$ cat src/rtl/layer_phase_seq_pkg.sv
package layer_phase_seq_pkg;
  localparam int unsigned NUM_WORK = 6;
  localparam int unsigned ST_W     = $clog2(NUM_WORK + 2);

  typedef enum logic [ST_W-1:0] {
    ST_IDLE    = 3'd0,
    ST_PARAM   = 3'd1,
    ST_PALETTE = 3'd2,
    ST_CODES   = 3'd3,
    ST_TILE    = 3'd4,
    ST_DRAIN   = 3'd5,
    ST_CHAN    = 3'd6,
    ST_FINISH  = 3'd7
  } seq_state_e;

  // enable bit k belongs to state k+1
  localparam int unsigned CODES_BIT = 2;
  localparam int unsigned CHAN_BIT  = 5;
endpackage

$ cat src/rtl/seq_next_state.sv
module seq_next_state
  import layer_phase_seq_pkg::*;
(
  input  seq_state_e          state_i,
  input  logic                start_i,
  input  logic [NUM_WORK-1:0] phase_done_i,
  input  logic                loop_i,
  output seq_state_e          next_o
);
  always_comb begin
    next_o = state_i;
    unique case (state_i)
      ST_IDLE:   if (start_i) next_o = ST_PARAM;
      ST_CHAN: begin
        if (loop_i)                      next_o = ST_CODES;  // loop-back wins
        else if (phase_done_i[CHAN_BIT]) next_o = ST_FINISH;
      end
      ST_FINISH: next_o = ST_IDLE;
      default: begin
        if (phase_done_i[ST_W'(state_i) - ST_W'(1)])
          next_o = seq_state_e'(state_i + ST_W'(1));
      end
    endcase
  end
endmodule

$ cat src/rtl/seq_state_reg.sv
module seq_state_reg
  import layer_phase_seq_pkg::*;
(
  input  logic       clk_i,
  input  logic       rst_ni,
  input  seq_state_e next_i,
  output seq_state_e state_o
);
  always_ff @(posedge clk_i or negedge rst_ni) begin
    if (!rst_ni) state_o <= ST_IDLE;
    else         state_o <= next_i;
  end
endmodule

$ cat src/rtl/seq_out_reg.sv
module seq_out_reg
  import layer_phase_seq_pkg::*;
(
  input  logic                clk_i,
  input  logic                rst_ni,
  input  seq_state_e          next_i,
  output logic [NUM_WORK-1:0] phase_en_o,
  output logic                busy_o,
  output logic                done_o
);
  // outputs registered from next state so they line up with the state register
  for (genvar k = 0; k < NUM_WORK; k++) begin : g_en
    always_ff @(posedge clk_i or negedge rst_ni) begin
      if (!rst_ni) phase_en_o[k] <= 1'b0;
      else         phase_en_o[k] <= (next_i == seq_state_e'(k + 1));
    end
  end

  always_ff @(posedge clk_i or negedge rst_ni) begin
    if (!rst_ni) begin
      busy_o <= 1'b0;
      done_o <= 1'b0;
    end else begin
      busy_o <= (next_i != ST_IDLE) && (next_i != ST_FINISH);
      done_o <= (next_i == ST_FINISH);
    end
  end
endmodule

$ cat src/rtl/layer_phase_seq.sv
module layer_phase_seq
  import layer_phase_seq_pkg::*;
(
  input  logic                clk_i,
  input  logic                rst_ni,
  input  logic                start_i,
  input  logic [NUM_WORK-1:0] phase_done_i,
  input  logic                loop_i,
  output logic [NUM_WORK-1:0] phase_en_o,
  output logic                busy_o,
  output logic                done_o
);
  seq_state_e state_q, state_d;

  seq_next_state u_next (
    .state_i      (state_q),
    .start_i      (start_i),
    .phase_done_i (phase_done_i),
    .loop_i       (loop_i),
    .next_o       (state_d)
  );

  seq_state_reg u_state (
    .clk_i   (clk_i),
    .rst_ni  (rst_ni),
    .next_i  (state_d),
    .state_o (state_q)
  );

  seq_out_reg u_out (
    .clk_i      (clk_i),
    .rst_ni     (rst_ni),
    .next_i     (state_d),
    .phase_en_o (phase_en_o),
    .busy_o     (busy_o),
    .done_o     (done_o)
  );
endmodule

$ cat config.mk
export PLATFORM = sky130hd
export DESIGN_NAME = layer_phase_seq
export DESIGN_NICKNAME = d
export VERILOG_FILES = /design/src/rtl/layer_phase_seq_pkg.sv /design/src/rtl/seq_next_state.sv /design/src/rtl/seq_state_reg.sv /design/src/rtl/seq_out_reg.sv /design/src/rtl/layer_phase_seq.sv
export SDC_FILE = /design/constraint.sdc
export NUM_CORES = 1
export LEC_CHECK = 0
export BUFFER_PORTS_ARGS = -buffer_cell sky130_fd_sc_hd__buf_2
export CORE_ASPECT_RATIO = 0.9
export CORE_MARGIN = 2
export CORE_UTILIZATION = 25
export CTS_BUF_LIST = sky130_fd_sc_hd__clkbuf_4
export DETAILED_ROUTE_END_ITERATION = 10
export PLACE_DENSITY_LB_ADDON = 0.12
export SYNTH_ARGS = -nofsm -noshare
export SYNTH_HDL_FRONTEND = slang
export SYNTH_SLANG_ARGS = --single-unit
$ cat constraint.sdc
create_clock -name clk_i -period 5.3 [get_ports clk_i]
set_input_delay 1.06 -clock clk_i [delete_from_list [all_inputs] [get_ports clk_i]]
set_output_delay 1.06 -clock clk_i [all_outputs]
set_load 0.05 [all_outputs]
# Word level (Yosys, flattened, before mapping)
# Cells that the tools add are included.
[classes] add_sub_neg=2 n_lt_le_gt_ge=1 n_eq_ne=10 muxes=7 n_reduce_logical=3
[op_table] cell="$eq A3 B3 Y1 const B" n=6
[op_table] cell="$mux W3" n=4
[op_table] cell="$pmux W3 S3" n=1
[op_table] cell="$eq A3 B2 Y1 const B" n=2
[op_table] cell="$lt A3 B4 Y1 const B" n=1
[op_table] cell="$add A3 B1 Y3 const B" n=1
[op_table] cell="$bmux W1 S3" n=1
[op_table] cell="$eq A3 B1 Y1 const B" n=1
[op_table] cell="$logic_not A3 Y1" n=1
[op_table] cell="$ne A3 B3 Y1 const B" n=1
[op_table] cell="$reduce_bool A3 Y1" n=1
[op_table] cell="$sub A3 B1 Y3 const B" n=1
[op_table] cell="$logic_and A1 B1 Y1" n=1
[op_table] cell="$mux W1" n=1
[word_totals] reg_bits=11 in_bits=10 elab_cells=32

# Depth between registers and ports, before layout
# Gate-level depths: netlist of the first run.
[logic_depth] ltp_word=7 depth_mapped=10

# Modules after synthesis
# Synthesis of the first run repeated with hierarchy kept, for this count alone.
[hier_totals] cells_unflattened=59 hier_area_um2=634.4
[by_module_without_submodules] module="seq_next_state" instances=1 cells_per_inst=38 area_each_um2=286.5 seq_area_each_um2=0.0
[by_module_without_submodules] module="seq_out_reg" instances=1 cells_per_inst=18 area_each_um2=272.8 seq_area_each_um2=200.2
[by_module_without_submodules] module="seq_state_reg" instances=1 cells_per_inst=3 area_each_um2=75.1 seq_area_each_um2=75.1

# Least setup slack after synthesis of the first run
# Ideal clock, no wire load.
[synth_timing] kind="input port to flip-flop" from="input port phase_done_i[0]" to="register u_out.done_o" setup_ns=0.119 arrival_ns=2.308 required_ns=5.181 path_slack_ns=2.873 cell_stages=6 cell_sequence="mux4_2 -> nand3b_1 -> nand2_1 -> o31a_1 -> o21ba_1 -> and2_1"
[synth_via] elab_chain_cells=5
[synth_lines] item="start: declaration" line_no="layer_phase_seq.sv:7" text="input logic [NUM_WORK-1:0] phase_done_i,"
[synth_lines] item="$bmux W1 S3" line_no="seq_next_state.sv:20" text="if (phase_done_i[ST_W'(state_i) - ST_W'(1)])"
[synth_lines] item="$mux W1 (not written as such)" line_no="seq_next_state.sv:20"
[synth_lines] item="$mux W3" line_no="seq_next_state.sv:20"
[synth_lines] item="$pmux W3 S3" line_no="seq_next_state.sv:12" text="unique case (state_i)"
[synth_lines] item="$eq A3 B3 Y1" line_no="seq_out_reg.sv:25" text="done_o <= (next_i == ST_FINISH);"
[synth_lines] item="end signal: assignment" line_no="seq_out_reg.sv:25"
[synth_lines] item="end: declaration" line_no="seq_out_reg.sv:9" text="output logic done_o"
# Every way passes these cells. The select of a mux whose other input is x is not followed.

# Worst setup path in the final report of the first run
[layout_timing] from="register u_state.state_o[0]" to="register u_out.done_o"
[layout_via] elab_chain_cells=6 elab_cells_between_ends=13
[layout_lines] item="start: declaration" line_no="seq_state_reg.sv:7" text="output seq_state_e state_o"
[layout_lines] item="start signal: assignment" line_no="seq_state_reg.sv:11" text="else state_o <= next_i;"
[layout_lines] item="$sub A3 B1 Y3" line_no="seq_next_state.sv:20"
[layout_lines] item="$bmux W1 S3" line_no="seq_next_state.sv:20"
[layout_lines] item="$mux W1 (not written as such)" line_no="seq_next_state.sv:20"
[layout_lines] item="$mux W3" line_no="seq_next_state.sv:20"
[layout_lines] item="$pmux W3 S3 (*)" line_no="seq_next_state.sv:12"
[layout_lines] item="$eq A3 B3 Y1 (*)" line_no="seq_out_reg.sv:25"
# Every way passes the cells marked *; elsewhere a longest branch is shown, timed or not. The select of a mux whose other input is x is not followed.

==> summary.md, run 1 <==
| Metric | Value |
|---|---|
| Run status | finished, final reports clean |
| Clock Sinks | 11 |
| Cell taking the most area after synthesis | dfrtp_1 |
| Period utilization | 0.477 |
| Syn avg cell area | 9.70 um2 |
| CTS HTree Levels | 1 |
| Area Overhead vs Synth | 20.0% |
| Final setup skew | between 0.006 and 0.007 ns |
| Worst Hold Class | in2async |
| Final hold violations | 0 |
| Final wirelength | 1440 um |
| Avg WL per Cell | 11.0 um |
| Startpoint types | flop |
| Crit path required time | approximately 5.5 ns |
| CTS tree | yes |
| Sequential area share after synthesis | 0.389 |
| Global-route usage over all layers | 0.0983 |
| Die Area | between 3000 and 4000 um2 |
| Most frequent cells in the layout | 17 x buf_2, 11 x dfrtp_1, 6 x nand2_1 |
| Sum Neg Setup Slack | 0 ns |
| Layout cells sized above 1 | 0.308 |
| DIE WIDTH | 60.1 um |
| Share of the synthesized area in the top cell type | 0.389 |
| FP Rows | 18 |
| Syn nets | 88 |
| Clk_lat worst skew | ~0.27 ns |
| Vias/cell | 4.43 |
| Worst Max-Slew Pin Slew | about 0.66 ns |
| Crit end category | flop |
| Post-CTS Resized | 0 |
| Kind of critical path | reg2reg |
| Post-DP HPWL | approximately 1100 um |
| Critical Path AT | 2.68 ns |
| Slew headroom | 0.557 |
| CP Capture Point | u_out.done_o |
| Drt first-iter violations | 18 |
| Synth area leaders | dfrtp_1 39%, ha_1 8.8%, nand3_1 3.5% |
| Synth unique cells | 33 |
| Final worst slack | ~2.8 ns |
| CP Launch Point | u_state.state_o[0] |
| Setup Buffers After CTS | 0 |
| CTS max path bufs | 2 |
| Vias | 580 |
| MaxCap Viol Count | 0 |
| Worst-path clk slew | 0.07 ns |
| IO buf count | 17 |
| Flops & latches, synth | 11 |
| Hold Buf Count CTS | 0 |
| Synthesized area | 708 um2 |
| Root buf cell | clkbuf_4 |
| Most common cell after layout, fill and taps aside | buf_2 |
| Total CTS buffers | 3 |
| R2r endpoint | u_out.done_o |
| Pre-antenna DRT Iters | 4 |
| Yosys warns | 0 |
| Ant diodes | 0 |
| Cells after synthesis | 73 |
| R2R Setup Slk | approximately 2.8 ns |
| Final setup viols | 0 |
| Die height | 54.5 um |
| RSZ-0062 raised after global routing | false |
| Core box area | 2730 um2 |
| Period minus WS final | 2.53 ns |
| Total gr overflow | 0 |
| Fmax | 396 MHz |
| Routed Antenna Nets | 0 |
| Max Slew Vio Count | 0 |
| R2r startpoint | u_state.state_o[0] |
| Vias in the first global route | between 500 and 600 |
| First-pass GRT wire length | 2350 um |
| CP Max Fanout | 8 |
| Nets | 107 |
| Reg2Reg Depth | 8 |
| Antenna violations before repair | 0 |
| Routability Congestion | 0.757 |
| Largest net degree at the start of global routing | 14 |
| I/O pin count | 18 |
| DRC violations left | 0 |
| Pre-CTS setup slack | 2.65 ns |
| Initial Util | 0.260 |
-- registers in the layout (all words and copies together) (netlist names) --
signal            flops
u_out.phase_en_o      6
u_state.state_o       3
u_out.busy_o          1
u_out.done_o          1
-- Yosys cell counts --
library cell / count
mux4_2: 1
a32oi_1: 1
nor2_1: 4
and3_1: 2
o21ai_0: 2
a31oi_1: 1
buf_2: 2
and2_1: 2
nor3b_1: 1
o211a_1: 1
nand2_1: 6
mux2_2: 1
ha_1: 5
or3b_2: 1
nor3_1: 4
o21ba_1: 1
nor3_2: 1
buf_6: 1
a21oi_1: 1
o21a_1: 1
nand4_1: 2
a22oi_2: 1
inv_2: 1
nor2b_1: 3
a41o_1: 1
nand2b_1: 3
nor2_4: 1
xor2_1: 1
inv_1: 3
nand3b_1: 1
o31a_1: 1
dfrtp_1: 11
nand3_1: 5
-- routing by layer --
layer,GRT usage,vias to the layer above,routed length (um)
li1,-,292,-
met1,0.123,263,729
met2,0.156,19,610
met3,0.0165,6,62
met4,0.0667,0,41
met5,0,-,0
-- cell families after synthesis --
group | Yosys count | share of synthesized area
muxes | 2 | 0.0477
DFF | 11 | 0.389
AOI/OAI and AO/OA | 11 | 0.125
buffers and inverters | 7 | 0.0512
xor gates and xnor gates | 1 | 0.0124
and+or+nand+nor | 36 | 0.286
adders and majority gates | 5 | 0.0883
-- worst min-delay path by stage --
stage | from | end | slack, ns
finish | rst_ni | u_state.state_o[1] | 0.64
detailed placement | u_state.state_o[1] | u_out.phase_en_o[1] | 0.87
global route | rst_ni | u_out.phase_en_o[3] | 0.65
CTS | rst_ni | u_state.state_o[0] | 0.64
global placement | u_state.state_o[1] | u_out.phase_en_o[1] | 0.88
floorplan | u_state.state_o[1] | u_out.phase_en_o[1] | 0.75
-- final cells by class --
cell class                      count  area [um2]
Timing Repair Buffer               17        85.1
Sequential cell                    11         275
Inverter                            4        15.0
Clock buffer                        3        22.5
Clock inverter                      1        5.00
Tap cell                           40        50.0
Fill cell                         299        1880
Multi-Input combinational cell     55         397
-- critical path, cell delays in order, from the launching register on --
cell,delay (ns)
dfrtp_1,0.51
inv_1,0.15
ha_1,0.27
nor2b_1,0.15
nor3_1,0.56
nand4_1,0.17
nand3_1,0.24
o21ba_1,0.20
and2_1,0.15
-- per-stage QoR --
| step | hold WS (ns) | cells | cell area [um2] | utilization |
|---|---|---|---|---|
| 6_report | 0.639 | 131 | 850 | 0.312 |
| 5_1_grt | 0.647 | 131 | 850 | 0.312 |
| 4_1_cts | 0.642 | 131 | 850 | 0.312 |
| 3_5_place_dp | 0.871 | 127 | 822 | 0.302 |
| 3_3_place_gp | 0.880 | 127 | 822 | 0.302 |
| 2_1_floorplan | 0.750 | 73 | 708 | - |
Power of run 1 is not shown: default switching activity piles up to over one toggle a cycle in this logic, so the estimate is an artifact.
==> run 2: changes to the inputs <==
==> constraint.sdc (replaced) <==
create_clock -name clk_i -period 2.6 [get_ports clk_i]
set_input_delay 0.52 -clock clk_i [delete_from_list [all_inputs] [get_ports clk_i]]
set_output_delay 0.52 -clock clk_i [all_outputs]
set_load 0.05 [all_outputs]
==> run 2 against run 1 <==
Via count is 0.17% lower; setup slack worse by 2.5 ns; worst hold slack worse by 0.53 ns; routed wire length is 2.1% higher; clock-buffer cell count grew 1; sequential share of layout area decreased by 0.65 points; critical path depth unchanged; non-clock buffer count grew 2; die area unchanged; clock skew decreased by 0.0040 ns.
==> summary.md, run 2 (same netlist as run 1, synthesis figures left out) <==
| Metric | Value |
|---|---|
| Root buf cell | clkbuf_4 |
| First-pass GRT wire length | 2400 um |
| Hold Buf Count CTS | 0 |
| FP Rows | 18 |
| Avg WL per Cell | 11.1 um |
| Post-CTS Resized | 0 |
| Global-route usage over all layers | 0.101 |
| Most common cell after layout, fill and taps aside | buf_2 |
| Most frequent cells in the layout | 17 x buf_2, 11 x dfrtp_1, 6 x nand2_1 |
| Placed cell count | around 130 |
| Nets | 109 |
| Total gr overflow | 0 |
| Period minus WS final | about 2.3 ns |
| DIE WIDTH | 60.1 um |
| Ant diodes | 0 |
| Largest net degree at the start of global routing | 14 |
| Clk_lat worst skew | 0.26 ns |
| Antenna violations before repair | 0 |
| Max Slew Vio Count | 0 |
| Vias | just under 600 |
| Hold Slack | 0.107 ns |
| Reg2Reg Depth | 8 |
| Largest regs | u_out.phase_en_o: 6 flops, u_state.state_o: 3 flops |
| I/O pin count | 18 |
| MaxCap Viol Count | 0 |
| Final hold violations | 0 |
| Final setup skew | 0.00269 ns |
| Worst path slowest cell | dfrtp_1 |
| Setup Buffers After CTS | 0 |
| R2r endpoint | u_out.done_o |
| CP Cell Sequence | inv_1, ha_1, mux4_2, nand3b_1, nand2_1, o31a_1, o21ba_1, and2_1 |
| R2r startpoint | u_state.state_o[0] |
| Post-DP HPWL | 1110 um |
| Critical Path AT | 2.48 ns |
| RSZ-0062 raised after global routing | false |
| Worst path max stage delay | 0.50 ns |
| Kind of critical path | reg2reg |
| Worst Max-Slew Pin Slew | 0.415 ns |
| Sum Neg Setup Slack | 0 ns |
| CTS max path bufs | 2 |
| Pre-CTS setup slack | 0.273 ns |
| Filler cell count | 294 |
| Total CTS buffers | 3 |
| CTS tree | yes |
| Routed Antenna Nets | 0 |
| Die Area | 3270 um2 |
| R2R Setup Slk | between 0.2 and 0.3 ns |
| Largest register FFs | 6 |
| Drt first-iter violations | 6 |
| Final worst slack | 0.276 ns |
| Area Overhead vs Synth | 22.4% |
| Run status | finished, final reports clean |
| Initial Util | 0.260 |
| Worst-path clk slew | around 0.07 ns |
| CP Max Fanout | 8 |
| Routability Congestion | 0.762 |
| Final setup viols | 0 |
| Core box area | 2730 um2 |
| Layout Cells excl Fill | 133 |
| CTS HTree Levels | 1 |
| Startpoint types | flop |
| Pre-antenna DRT Iters | 4 |
| DRC violations left | 0 |
| Crit end category | flop |
| Vias/cell | 4.35 |
| Worst Hold Class | in2async |
| Layout cells sized above 1 | 0.323 |
| Clock Sinks | 11 |
| Vias in the first global route | a little over 500 |
| Top reg by flops | u_out.phase_en_o |
| Die height | ~54 um |
| Final wirelength | 1470 um |
| IO buf count | 17 |
| Crit path required time | 2.76 ns |
| Slew headroom | 0.723 |
| Period utilization | 0.894 |
| Fmax | 430 MHz |
[run 2: cell types whose count changed in the layout (fill, tap and decap cells not counted), sizes merged]
| cell | delta |
|---|---|
| buf | +2 |
| clkinv | -1 |
| clkbuf | +1 |
[run 2: cell type report]
cell class              instances  area, um2  area share
multi-input cells              55        397       0.457
flip-flops and latches         11        275       0.317
repair buffers                 19        100       0.115
well taps                      40       50.0      0.0577
clock buffers                   4       30.0      0.0346
inverters                       4       15.0      0.0173
[run 2: layer usage]
layer / wire, um / global-route usage / vias up
met5: 0 / 0 / -
met4: 12 / 0.0667 / 0
met3: 57 / 0.0142 / 2
met2: 649 / 0.147 / 13
met1: 755 / 0.139 / 264
li1: - / - / 300
[run 2: worst max-delay path by stage]
stage / from / endpoint / slack [ns] / cells past startpoint
2_1_floorplan: u_state.state_o[0] / u_out.done_o / 0.50 / 9
3_3_place_gp: u_state.state_o[0] / u_out.done_o / 0.31 / 8
3_5_place_dp: u_state.state_o[0] / u_out.done_o / 0.27 / 8
4_1_cts: u_state.state_o[0] / u_out.done_o / 0.27 / 8
5_1_grt: u_state.state_o[0] / u_out.phase_en_o[1] / 0.15 / 9
6_report: u_state.state_o[0] / u_out.done_o / 0.28 / 8
[run 2: critical path, delay by kind of cell, from the launching register on]
family | cells | cell delay [ns]
mux | 1 | 0.37
buf+inv | 1 | 0.14
compound gates | 2 | 0.49
flops | 1 | 0.50
fa+ha+maj | 1 | 0.40
simple gates | 3 | 0.31
[run 2: stage by stage]
stage                     area, um2  utilization
after CTS                       867        0.318
final                           867        0.318
after floorplan                 708            -
after detailed placement        837        0.307
after global placement          837        0.307
after global routing            867        0.318
Power of run 2 is left out for the same reason.
